**src/rtl/cc_timer_pkg.sv**
```systemverilog
package cc_timer_pkg;

  typedef enum logic [2:0] {
    OC_FROZEN  = 3'd0,
    OC_SET     = 3'd1,
    OC_CLR     = 3'd2,
    OC_TOGGLE  = 3'd3,
    OC_PWM_LO  = 3'd4,
    OC_PWM_HI  = 3'd5
  } oc_mode_e;

  typedef struct packed {
    logic [1:0] cap_div;
    logic       cap_fall;
    logic       cap_sel;
    logic       pre_en;
    oc_mode_e   mode;
  } ch_cfg_t;

  localparam int CFG_W = 8;

  localparam int ADDR_CTRL  = 0;
  localparam int ADDR_EVGEN = 1;
  localparam int ADDR_PSC   = 2;
  localparam int ADDR_ARR   = 3;
  localparam int ADDR_CNT   = 4;
  localparam int ADDR_IEN   = 5;
  localparam int ADDR_STAT  = 6;
  localparam int ADDR_CFG0  = 8;
  localparam int ADDR_CCR0  = 12;

endpackage

```
**src/rtl/cct_timebase.sv**
```systemverilog
module cct_timebase #(
  parameter int CW = 16,
  parameter int PW = 4
) (
  input  logic          clk,
  input  logic          rst_n,
  input  logic          run,
  input  logic          ug,
  input  logic          cnt_we,
  input  logic [CW-1:0] cnt_wdata,
  input  logic [CW-1:0] arr_act,
  input  logic [PW-1:0] psc_pre,
  output logic [CW-1:0] cnt_q,
  output logic [CW-1:0] cnt_nxt,
  output logic [PW-1:0] psc_act,
  output logic          step,
  output logic          ovf,
  output logic          uev
);

  localparam int DW = (1 << PW) - 1;

  logic [DW-1:0] pcnt_q, pcnt_d, lim;
  logic [CW-1:0] cnt_d;
  logic [PW-1:0] psc_d;
  logic          tick, wrap;

  // next state
  always_comb begin
    lim     = DW'((64'd1 << psc_act) - 64'd1);
    tick    = run & (pcnt_q == lim);
    wrap    = tick & (cnt_q >= arr_act);
    cnt_nxt = wrap ? '0 : cnt_q + 1'b1;
    step    = tick & ~ug & ~cnt_we;
    ovf     = wrap & ~ug & ~cnt_we;
    uev     = ug | ovf;

    pcnt_d = pcnt_q;
    if (ug)       pcnt_d = '0;
    else if (run) pcnt_d = tick ? '0 : pcnt_q + 1'b1;

    cnt_d = cnt_q;
    if (ug)          cnt_d = '0;
    else if (cnt_we) cnt_d = cnt_wdata;
    else if (tick)   cnt_d = cnt_nxt;

    psc_d = uev ? psc_pre : psc_act;
  end

  // registers
  always_ff @(posedge clk or negedge rst_n) begin
    if (!rst_n) begin
      pcnt_q  <= '0;
      cnt_q   <= '0;
      psc_act <= '0;
    end else begin
      pcnt_q  <= pcnt_d;
      cnt_q   <= cnt_d;
      psc_act <= psc_d;
    end
  end

endmodule

```
**src/rtl/cct_channel.sv**
```systemverilog
module cct_channel
  import cc_timer_pkg::*;
#(
  parameter int CW = 16
) (
  input  logic          clk,
  input  logic          rst_n,
  input  ch_cfg_t       cfg,
  input  logic          ccr_we,
  input  logic [CW-1:0] ccr_wdata,
  input  logic          uev,
  input  logic          step,
  input  logic [CW-1:0] cnt_q,
  input  logic [CW-1:0] cnt_nxt,
  input  logic          pin,
  output logic [CW-1:0] ccr_act,
  output logic          out,
  output logic          cmp_evt,
  output logic          cap_evt
);

  logic          pin_s1_q, pin_s2_q, pin_d_q;
  logic [2:0]    ecnt_q, ecnt_d, div_lim;
  logic [CW-1:0] ccr_pre_q, ccr_pre_d, ccr_act_q, ccr_act_d;
  logic          oc_q, oc_d, edge_seen, below;

  assign ccr_act = ccr_act_q;

  // next state
  always_comb begin
    edge_seen = cfg.cap_sel &
                (cfg.cap_fall ? (pin_d_q & ~pin_s2_q) : (pin_s2_q & ~pin_d_q));
    div_lim   = 3'((4'd1 << cfg.cap_div) - 4'd1);
    cap_evt   = edge_seen & (ecnt_q == div_lim);

    ecnt_d = ecnt_q;
    if (!cfg.cap_sel)   ecnt_d = '0;
    else if (edge_seen) ecnt_d = cap_evt ? '0 : ecnt_q + 1'b1;

    cmp_evt = ~cfg.cap_sel & step & (cnt_nxt == ccr_act_q);

    ccr_pre_d = (ccr_we & ~cfg.cap_sel) ? ccr_wdata : ccr_pre_q;

    ccr_act_d = ccr_act_q;
    if (cfg.cap_sel) begin
      if (cap_evt) ccr_act_d = cnt_q;
    end else if (ccr_we & ~cfg.pre_en) begin
      ccr_act_d = ccr_wdata;
    end else if (uev & cfg.pre_en) begin
      ccr_act_d = ccr_pre_q;
    end

    oc_d = oc_q;
    if (cmp_evt) begin
      case (cfg.mode)
        OC_SET:    oc_d = 1'b1;
        OC_CLR:    oc_d = 1'b0;
        OC_TOGGLE: oc_d = ~oc_q;
        default:   oc_d = oc_q;
      endcase
    end

    below = cnt_q < ccr_act_q;
    if (cfg.cap_sel) out = 1'b0;
    else begin
      case (cfg.mode)
        OC_PWM_LO: out = below;
        OC_PWM_HI: out = ~below;
        default:   out = oc_q;
      endcase
    end
  end

  // registers
  always_ff @(posedge clk or negedge rst_n) begin
    if (!rst_n) begin
      pin_s1_q  <= 1'b0;
      pin_s2_q  <= 1'b0;
      pin_d_q   <= 1'b0;
      ecnt_q    <= '0;
      ccr_pre_q <= '0;
      ccr_act_q <= '0;
      oc_q      <= 1'b0;
    end else begin
      pin_s1_q  <= pin;
      pin_s2_q  <= pin_s1_q;
      pin_d_q   <= pin_s2_q;
      ecnt_q    <= ecnt_d;
      ccr_pre_q <= ccr_pre_d;
      ccr_act_q <= ccr_act_d;
      oc_q      <= oc_d;
    end
  end

endmodule

```
**src/rtl/cc_timer.sv**
```systemverilog
module cc_timer
  import cc_timer_pkg::*;
#(
  parameter int CW  = 16,
  parameter int PW  = 4,
  parameter int NCH = 3,
  parameter int AW  = 4
) (
  input  logic           clk,
  input  logic           rst_n,
  input  logic           bus_we,
  input  logic [AW-1:0]  bus_addr,
  input  logic [CW-1:0]  bus_wdata,
  output logic [CW-1:0]  bus_rdata,
  input  logic [NCH-1:0] ch_in,
  output logic [NCH-1:0] ch_out,
  output logic           irq
);

  localparam int FW = 1 + 2 * NCH;
  localparam int IW = 1 + NCH;

  logic           run_q, run_d, arpe_q, arpe_d, opm_q, opm_d;
  logic [PW-1:0]  psc_pre_q, psc_pre_d, psc_act;
  logic [CW-1:0]  arr_pre_q, arr_pre_d, arr_act_q, arr_act_d;
  logic [IW-1:0]  ien_q, ien_d;
  logic [FW-1:0]  flag_q, flag_d, flag_set, flag_clr;
  logic [CW-1:0]  rdata_q, rdata_d;
  ch_cfg_t        cfg_q [NCH];
  ch_cfg_t        cfg_d [NCH];
  logic [CW-1:0]  ccr_act [NCH];
  logic [NCH-1:0] ccr_we, cmp_evt, cap_evt;

  logic           wr_ctrl, wr_psc, wr_arr, wr_ien, wr_stat, cnt_we, ug;
  logic [CW-1:0]  cnt_q, cnt_nxt;
  logic           step, ovf, uev;

  assign bus_rdata = rdata_q;

  // bus decode
  always_comb begin
    wr_ctrl = bus_we & (bus_addr == AW'(ADDR_CTRL));
    wr_psc  = bus_we & (bus_addr == AW'(ADDR_PSC));
    wr_arr  = bus_we & (bus_addr == AW'(ADDR_ARR));
    wr_ien  = bus_we & (bus_addr == AW'(ADDR_IEN));
    wr_stat = bus_we & (bus_addr == AW'(ADDR_STAT));
    cnt_we  = bus_we & (bus_addr == AW'(ADDR_CNT));
    ug      = bus_we & (bus_addr == AW'(ADDR_EVGEN)) & bus_wdata[0];
    for (int i = 0; i < NCH; i++) begin
      ccr_we[i] = bus_we & (bus_addr == AW'(ADDR_CCR0 + i));
    end
  end

  cct_timebase #(.CW(CW), .PW(PW)) u_tb (
    .clk       (clk),
    .rst_n     (rst_n),
    .run       (run_q),
    .ug        (ug),
    .cnt_we    (cnt_we),
    .cnt_wdata (bus_wdata),
    .arr_act   (arr_act_q),
    .psc_pre   (psc_pre_q),
    .cnt_q     (cnt_q),
    .cnt_nxt   (cnt_nxt),
    .psc_act   (psc_act),
    .step      (step),
    .ovf       (ovf),
    .uev       (uev)
  );

  for (genvar g = 0; g < NCH; g++) begin : g_ch
    cct_channel #(.CW(CW)) u_ch (
      .clk       (clk),
      .rst_n     (rst_n),
      .cfg       (cfg_q[g]),
      .ccr_we    (ccr_we[g]),
      .ccr_wdata (bus_wdata),
      .uev       (uev),
      .step      (step),
      .cnt_q     (cnt_q),
      .cnt_nxt   (cnt_nxt),
      .pin       (ch_in[g]),
      .ccr_act   (ccr_act[g]),
      .out       (ch_out[g]),
      .cmp_evt   (cmp_evt[g]),
      .cap_evt   (cap_evt[g])
    );
  end

  // control and shadow next state
  always_comb begin
    run_d  = run_q;
    arpe_d = arpe_q;
    opm_d  = opm_q;
    if (wr_ctrl) begin
      run_d  = bus_wdata[0];
      arpe_d = bus_wdata[1];
      opm_d  = bus_wdata[2];
    end
    if (ovf & opm_q) run_d = 1'b0;

    psc_pre_d = wr_psc ? bus_wdata[PW-1:0] : psc_pre_q;
    arr_pre_d = wr_arr ? bus_wdata : arr_pre_q;

    arr_act_d = arr_act_q;
    if (wr_arr & ~arpe_q)   arr_act_d = bus_wdata;
    else if (uev & arpe_q)  arr_act_d = arr_pre_q;

    ien_d = wr_ien ? bus_wdata[IW-1:0] : ien_q;

    for (int i = 0; i < NCH; i++) begin
      cfg_d[i] = (bus_we & (bus_addr == AW'(ADDR_CFG0 + i)))
                 ? ch_cfg_t'(bus_wdata[CFG_W-1:0]) : cfg_q[i];
    end
  end

  // flag next state
  always_comb begin
    flag_set    = '0;
    flag_set[0] = uev;
    for (int i = 0; i < NCH; i++) begin
      flag_set[1 + i]       = cap_evt[i] | cmp_evt[i];
      flag_set[1 + NCH + i] = cap_evt[i] & flag_q[1 + i];
    end
    flag_clr = wr_stat ? bus_wdata[FW-1:0] : '0;
    flag_d   = flag_set | (flag_q & ~flag_clr);
  end

  assign irq = |(flag_q[IW-1:0] & ien_q);

  // read mux
  always_comb begin
    rdata_d = '0;
    if (bus_addr == AW'(ADDR_CTRL))      rdata_d = CW'({opm_q, arpe_q, run_q});
    else if (bus_addr == AW'(ADDR_PSC))  rdata_d = CW'(psc_act);
    else if (bus_addr == AW'(ADDR_ARR))  rdata_d = arr_act_q;
    else if (bus_addr == AW'(ADDR_CNT))  rdata_d = cnt_q;
    else if (bus_addr == AW'(ADDR_IEN))  rdata_d = CW'(ien_q);
    else if (bus_addr == AW'(ADDR_STAT)) rdata_d = CW'(flag_q);
    for (int i = 0; i < NCH; i++) begin
      if (bus_addr == AW'(ADDR_CFG0 + i)) rdata_d = CW'(cfg_q[i]);
      if (bus_addr == AW'(ADDR_CCR0 + i)) rdata_d = ccr_act[i];
    end
  end

  // registers
  always_ff @(posedge clk or negedge rst_n) begin
    if (!rst_n) begin
      run_q     <= 1'b0;
      arpe_q    <= 1'b0;
      opm_q     <= 1'b0;
      psc_pre_q <= '0;
      arr_pre_q <= '1;
      arr_act_q <= '1;
      ien_q     <= '0;
      flag_q    <= '0;
      rdata_q   <= '0;
      for (int i = 0; i < NCH; i++) cfg_q[i] <= '0;
    end else begin
      run_q     <= run_d;
      arpe_q    <= arpe_d;
      opm_q     <= opm_d;
      psc_pre_q <= psc_pre_d;
      arr_pre_q <= arr_pre_d;
      arr_act_q <= arr_act_d;
      ien_q     <= ien_d;
      flag_q    <= flag_d;
      rdata_q   <= rdata_d;
      for (int i = 0; i < NCH; i++) cfg_q[i] <= cfg_d[i];
    end
  end

endmodule

```
**config.mk**
```make
export PLATFORM = sky130hd
export DESIGN_NAME = cc_timer
export DESIGN_NICKNAME = d
export VERILOG_FILES = /design/src/rtl/cc_timer_pkg.sv /design/src/rtl/cct_timebase.sv /design/src/rtl/cct_channel.sv /design/src/rtl/cc_timer.sv
export SDC_FILE = /design/constraint.sdc
export NUM_CORES = 1
export LEC_CHECK = 0
export ABC_AREA = 1
export BUFFER_PORTS_ARGS = -buffer_cell sky130_fd_sc_hd__buf_2
export CORE_MARGIN = 1
export CORE_UTILIZATION = 68
export DETAILED_ROUTE_END_ITERATION = 6
export GPL_TIMING_DRIVEN = 0
export PLACE_DENSITY = 0.86
export SETUP_SLACK_MARGIN = 0.5
export SYNTH_ARGS = -nofsm -noshare
export SYNTH_HDL_FRONTEND = slang
export SYNTH_SLANG_ARGS = --single-unit
```
**constraint.sdc**
```tcl
create_clock -name clk -period 4.9 [get_ports clk]
set_input_delay 0.49 -clock clk [delete_from_list [all_inputs] [get_ports clk]]
set_output_delay 0.49 -clock clk [all_outputs]
set_load 0.03 [all_outputs]
```
# Word level (Yosys, flattened, before mapping)
# Index checks and enable logic that the tools add are counted.
totals:
  input_bits: 26
  regBits: 242
  out_inout_bits: 20
classes:
  eq_ne: 40
  shift: 4
  n_lt_le_gt_ge: 4
  add_sub_neg: 9
  muxes: 57
  n_reduce_logical: 18
  bitwise: 82
op_table:
  columns: ["operator", "count"]
  rows:
  - ["$mux 16", 28]
  - ["$and 1x1->1", 53]
  - ["$eq 16x16->1", 3]
  - ["$lt 16x16->1", 3]
  - ["$mux 15", 3]
  - ["$mux 3", 9]
  - ["$eq 4x4->1 const B", 6]
  - ["$mux 7", 3]
  - ["$not 1->1", 21]
  - ["$reduce_bool 3->1", 7]
  - ["$eq 3x2->1 const B", 6]
  - ["$eq 3x3->1 const B", 6]
  - ["$add 16x1->16 const B", 1]
  - ["$ge 16x16->1", 1]
  - ["$add 15x1->15 const B", 1]
  - ["$eq 15x15->1", 1]
  - ["$shl 1x4->15 const A", 1]
  - ["$sub 15x1->15 const B", 1]
  - ["$eq 4x3->1 const B", 3]
  - ["$ne 2x1->1 const B", 6]
  - ["$reduce_and 2->1", 6]
  - ["$add 3x1->3 const B", 3]
  - ["$eq 3x1->1 const B", 3]
  - ["$eq 3x3->1", 3]
  - ["15 further kinds", 36]

# Longest topological paths before layout
logic_depth:
  depth_word: 13
  mapped_depth: 24
  depth_no_buf: 23

# By module
# Synthesis repeated with hierarchy kept, for this count alone.
hier_totals:
  cells_unflattened: 2204
  area_unflattened_um2: 15610.0
modules_own_cells:
  columns: ["module", "n_inst", "area_per_inst_um2", "cells_per_inst"]
  rows:
  - ["cct_channel", 3, 2620.0, 377]
  - ["cc_timer", 1, 4491.8, 534]
  - ["cct_timebase", 1, 3258.1, 539]

# Worst setup path before layout
# No wires, ideal clock.
synth_path:
  path_kind: "register to register"
  from: "reg u_tb.psc_act[1]"
  to: "reg g_ch[1].u_ch.ccr_act_q[14]"
  path_stages_with_launch: 21
  t_required_ns: 4.777
  path_slack_ns: 2.154
  t_arrival_ns: 2.623
  setup_time_ns: 0.123
  period_less_slack_ns: 2.746
  path_cell_list: "dfrtp_1 > buf_2 > nor2_1 > nand2_1 > ha_1 > inv_1 > nand2_1 > nand2_1 > nor2_1 > nand3_1 > nor2_1 > nand3_1 > nor2_2 > nand3_2 > nand3b_4 > nand2_2 > buf_6 > a21oi_2 > a21oi_4 > buf_2 > o21ai_1"
synth_between:
  elab_chain_cells: 11
synth_rtl:
  columns: ["item", "line_no", "source"]
  rows:
  - ["from (decl)", "cct_timebase.sv:15", "output logic [PW-1:0] psc_act,"]
  - ["from (signal assigned)", "cct_timebase.sv:59", "psc_act <= psc_d;"]
  - ["$shl 1x4->15", "cct_timebase.sv:30", "lim = DW'((64'd1 << psc_act) - 64'd1);"]
  - ["$sub 15x1->15", "cct_timebase.sv:30", null]
  - ["$eq 15x15->1", "cct_timebase.sv:31", "tick = run & (pcnt_q == lim);"]
  - ["$and 1x1->1", "cct_timebase.sv:31", null]
  - ["$and 1x1->1", "cct_timebase.sv:32", "wrap = tick & (cnt_q >= arr_act);"]
  - ["$and 1x1->1 (2 in a row)", "cct_timebase.sv:35", "ovf = wrap & ~ug & ~cnt_we;"]
  - ["$or 1x1->1", "cct_timebase.sv:36", "uev = ug | ovf;"]
  - ["$and 1x1->1", "cct_channel.sv:49", "end else if (uev & cfg.pre_en) begin"]
  - ["$reduce_bool 3->1 (no line)", null, null]
  - ["$reduce_and 2->1 (no line)", null, null]
  - ["to (signal assigned)", "cct_channel.sv:90", "ccr_act_q <= ccr_act_d;"]
  - ["to (decl)", "cct_channel.sv:24", "logic [CW-1:0] ccr_pre_q, ccr_pre_d, ccr_act_q, ccr_act_d;"]
# No other way between the ends.
# A chain may end at the register's enable or synchronous reset.

# Worst setup path in the final report
layout_path:
  from: "reg u_tb.cnt_q[0]"
  to: "reg flag_q[1]"
layout_between:
  elab_chain_cells: 7
layout_rtl:
  columns: ["item", "line_no", "source"]
  rows:
  - ["from (decl)", "cct_timebase.sv:13", "output logic [CW-1:0] cnt_q,"]
  - ["from (signal assigned)", "cct_timebase.sv:58", "cnt_q <= cnt_d;"]
  - ["$ge 16x16->1", "cct_timebase.sv:32", null]
  - ["$and 1x1->1", "cct_timebase.sv:32", null]
  - ["$mux 16 *", "cct_timebase.sv:33", "cnt_nxt = wrap ? '0 : cnt_q + 1'b1;"]
  - ["$eq 16x16->1 *", "cct_channel.sv:40", "cmp_evt = ~cfg.cap_sel & step & (cnt_nxt == ccr_act_q);"]
  - ["$and 1x1->1 *", "cct_channel.sv:40", null]
  - ["$or 1x1->1 *", "cc_timer.sv:122", "flag_set[1 + i] = cap_evt[i] | cmp_evt[i];"]
  - ["$or 7x7->7 *", "cc_timer.sv:126", "flag_d = flag_set | (flag_q & ~flag_clr);"]
  - ["net flag_d[1]", "cc_timer.sv:27", "logic [FW-1:0] flag_q, flag_d, flag_set, flag_clr;"]
  - ["to (signal assigned)", "cc_timer.sv:167", "flag_q <= flag_d;"]
  - ["to (decl)", "cc_timer.sv:27", null]
# Mark *: on every way through the listed nets, which the timed path passes. The rest lies on a longest branch.

==> impl_metrics.csv <==
group,metric,value,unit
synthesis,synth-edff-count,0,
synthesis,syn-num-nets,2099,
clock_tree,numCtsBuffers,27,
route,drt_iter0_markers,1997,
sta,period_needed,4120,ps
global_route,gr-usage-met2,69.5,%
route,dr_total_vias,15300,
synthesis,syn_inst,2006,
critical_path,critical_path.most_common_cell,"nand2_1",
synthesis,yosysUniqueCellTypes,52,
synthesis,avgSynthCellArea,7.39,um^2
clock_tree,path_clk_slew,60,ps
sta,finalCritPeriodShare,84.0,%
synthesis,netlist_area,14800,um^2
cells_and_area,fillers,1569,
critical_path,critPathSlowestCell,"dfrtp_1",
critical_path,critPathMaxStageDelay,480,ps
floorplan,io_pins,46,
cells_and_area,nets,2176,
flow_run,maxCapViolCount,0,
sta,worst_pin_slew,1030,ps
min_path,hp-class,"in2reg",
clock_tree,clkLatencyLatePin,570,ps
cells_and_area,finalNonFillerCells,2382,
synthesis,yosysTopAreaCell,"dfrtp_1",
floorplan,chipWidth,150,um
critical_path,worst-setup-path-type,"reg2reg",
critical_path,end_kind,"flip-flop",
clock_tree,cts_tree,"built",
route,via_per_inst,6.44,
global_route,overflow,0,
critical_path,cp.required,5360,ps
synthesis,synth_flop_cell,"dfrtp_1",
clock_tree,cts_root_buffer,"clkbuf_16",
synthesis,synth_top_area_share,35.5,%
critical_path,path_max_fanout,10,
pwr,power.total,10.4,mW
critical_path,crit_chain,"inv_1 > clkbuf_1 > ha_1 > nor2_1 > o21bai_1 > nand2_1 > nand2_1 > nand2_1 > nand2_1 > nand3_1 > nand3_2 > buf_2 > nand2_1 > nand2_1 > nand2_1 > nor2_1 > nand2_1 > nor2_1 > nand2_1 > o211ai_1",
synthesis,async_flop_share,100,%
sta,clock-skew-final,15.4,ps
cells_and_area,utilization,77.7,%
global_route,grt_max_degree,104,
placed_design,placedCellCount,2328,
status,failed_checks,"DRC",
floorplan,rows,53,
clock_tree,cts_max_path_buffers,3,
floorplan,die_y,150,um
synthesis,synth_warnings,0,
route,drcViolationCount,1,
critical_path,critPathLaunch,"u_tb.cnt_q[0]",
sta,slew_viol_final,0,
cells_and_area,design_area,16500,um^2
synthesis,post-synth-top-count-cell,"nand2_1",
pwr,p_per_area,628,nW/um^2
sta,hold_viol,0,
global_route,grt_use_met1,61.7,%
synthesis,ys_ff_latch,242,
global_route,grt_pass1_wl,77700,um
synthesis,yosysSeqAreaShare,41.1,%
floorplan,die_area,22400,um^2
sta,rsz0062_at_grt,"false",
route,ant_nets,0,
global_route,first_global_vias,14200,
cells_and_area,multiInputGateArea,7520,um^2
cells_and_area,syn2layout_area_growth,11.3,%
floorplan,start_util,69.8,%
clock_tree,cts_resized,0,
placed_design,port_buffers,45,
critical_path,cp-start-kind,"flip-flop",
placed_design,gp_congestion,1.05,
route,totalWireLength,51300,um
global_route,antenna_found_initial,5,
pwr,leakage,7.95,nW
sta,finalSetupViolCount,0,
sta,maxSlewHeadroom,31.2,%
route,drt_pass1_iterations,7,
placed_design,dp_hpwl,38600,um
synthesis,synth_common_cells,"nand2_1 (509), inv_1 (216), dfrtp_1 (210), o21ai_0 (210), nor2_1 (185)",
critical_path,rr_startpoint,"u_tb.cnt_q[0]",
min_path,hp-start,"ch_in[2]",
clock_tree,htree_num_levels,1,
synthesis,synth_area_leaders,"dfrtp_1 (35%), nand2_1 (13%), o21ai_0 (7.1%)",
placed_design,placed_area,15500,um^2
status,status,"finished, violations left",
route,wl_per_cell,21.5,um
pwr,vdd_drop_max,0.403,mV
floorplan,core,21200,um^2
sta,tns,0,ps
sta,fmax,0.243,GHz
critical_path,crit_arrival,4580,ps
cells_and_area,regArea,6100,um^2
global_route,top_usage_layer,"met2",
clock_tree,cts.sinks,242,
global_route,grt_usage,46.6,%
cells_and_area,final_layout_size_suffix_gt1_share,8.13,%
global_route,use_met3,14.7,%
[critical path: cells and delay by family (launching register included)]
| family | cells | cell delay, ps |
|---|---|---|
| buffers and inverters | 3 | 880 |
| adders and majority gates | 1 | 260 |
| DFF | 1 | 480 |
| AOI/OAI and AO/OA | 2 | 390 |
| and+or+nand+nor | 14 | 1990 |
[kinds of logic (layout without fill, tap and decap cells)]
family	Yosys count	count (layout)	synth area share (%)
compound gates	487	487	19.2
xor+xnor	26	26	1.54
fa+ha+maj	67	67	5.66
buf+inv	307	405	8.10
flops	242	242	41.1
other cells	0	3	0
simple gates	877	877	24.4
[worst paths after layout]
check | end | slack, ps | cells after the start
min in group asynchronous | u_tb.pcnt_q[5] | 420 | 2
max in group asynchronous | arr_pre_q[9] | 3240 | 4
worst max-delay path | flag_q[1] | 780 | 20
worst min register to register | g_ch[2].u_ch.pin_s2_q | 340 | 0
worst max register to register | flag_q[1] | 780 | 20
worst min-delay path | g_ch[2].u_ch.pin_s1_q | 30 | 1
[per-stage QoR]
step | hold slack [ps] | setup slack, ps
finish | 30.5 | 785
CTS | 28.1 | 1050
floorplan | 194 | 2150
detailed placement | 338 | 1130
global route | 25.2 | 759
global placement | 333 | -793
[layout make-up]
| cell class | instances | share of cell area, % |
|---|---|---|
| multi-input combinational | 1457 | 45.6 |
| sequential | 242 | 37.0 |
| inverter | 227 | 5.17 |
| clock buffer | 36 | 4.87 |
| buffer | 80 | 2.11 |
| tap | 275 | 2.09 |
| timing repair buffer | 48 | 1.82 |
| clock inverter | 14 | 1.31 |
| antenna | 3 | 0.0455 |
[layout by cell type, fill, tap and decap left out, types with 7 or more instances in the layout]
| cell type | instances |
|---|---|
| nand2_1 | 509 |
| inv_1 | 216 |
| o21ai_0 | 210 |
| dfrtp_1 | 210 |
| nor2_1 | 185 |
| a21oi_1 | 115 |
| nand3_1 | 104 |
| ha_1 | 67 |
| clkbuf_1 | 62 |
| buf_2 | 55 |
| a211oi_1 | 54 |
| dfstp_2 | 32 |
| clkbuf_16 | 30 |
| nor3_1 | 25 |
| nand4_1 | 23 |
| xor2_1 | 22 |
| o22ai_1 | 20 |
| o211ai_1 | 18 |
| o21ai_1 | 17 |
| o221ai_1 | 16 |
| a221oi_1 | 13 |
| nor2_2 | 7 |
| buf_4 | 7 |
[registers in the layout (all words and copies together), names as in the netlist, 15 cells and up]
signal,count
g_ch.u_ch.ccr_act,48
g_ch.u_ch.ccr_pre_q,48
cfg_q,24
arr_act_q,16
arr_pre_q,16
bus_rdata,16
u_tb.cnt_q,16
u_tb.pcnt_q,15
[layer usage]
layer / up-vias / share of wire, % / wire (um)
met3: 183 / 15 / 7830
met2: 1120 / 42 / 21700
met5: - / 0.023 / 12
li1: 6882 / - / -
met1: 7148 / 38 / 19300
met4: 2 / 4.8 / 2470
[power breakdown]
part	internal (mW)	leakage (nW)	switching, mW	total, mW
clock	1.42	0.503	0.902	2.32
combinational	1.53	4.44	3.23	4.76
sequential	2.67	3.01	0.603	3.27
[repair_timing]
action	4_1_cts	5_1_grt
hold endpoints to repair	47	0
setup buffers	0	0
hold buffers	1	0
endpoints found under the setup margin	0	0
Power figures use the tool's default switching activity.
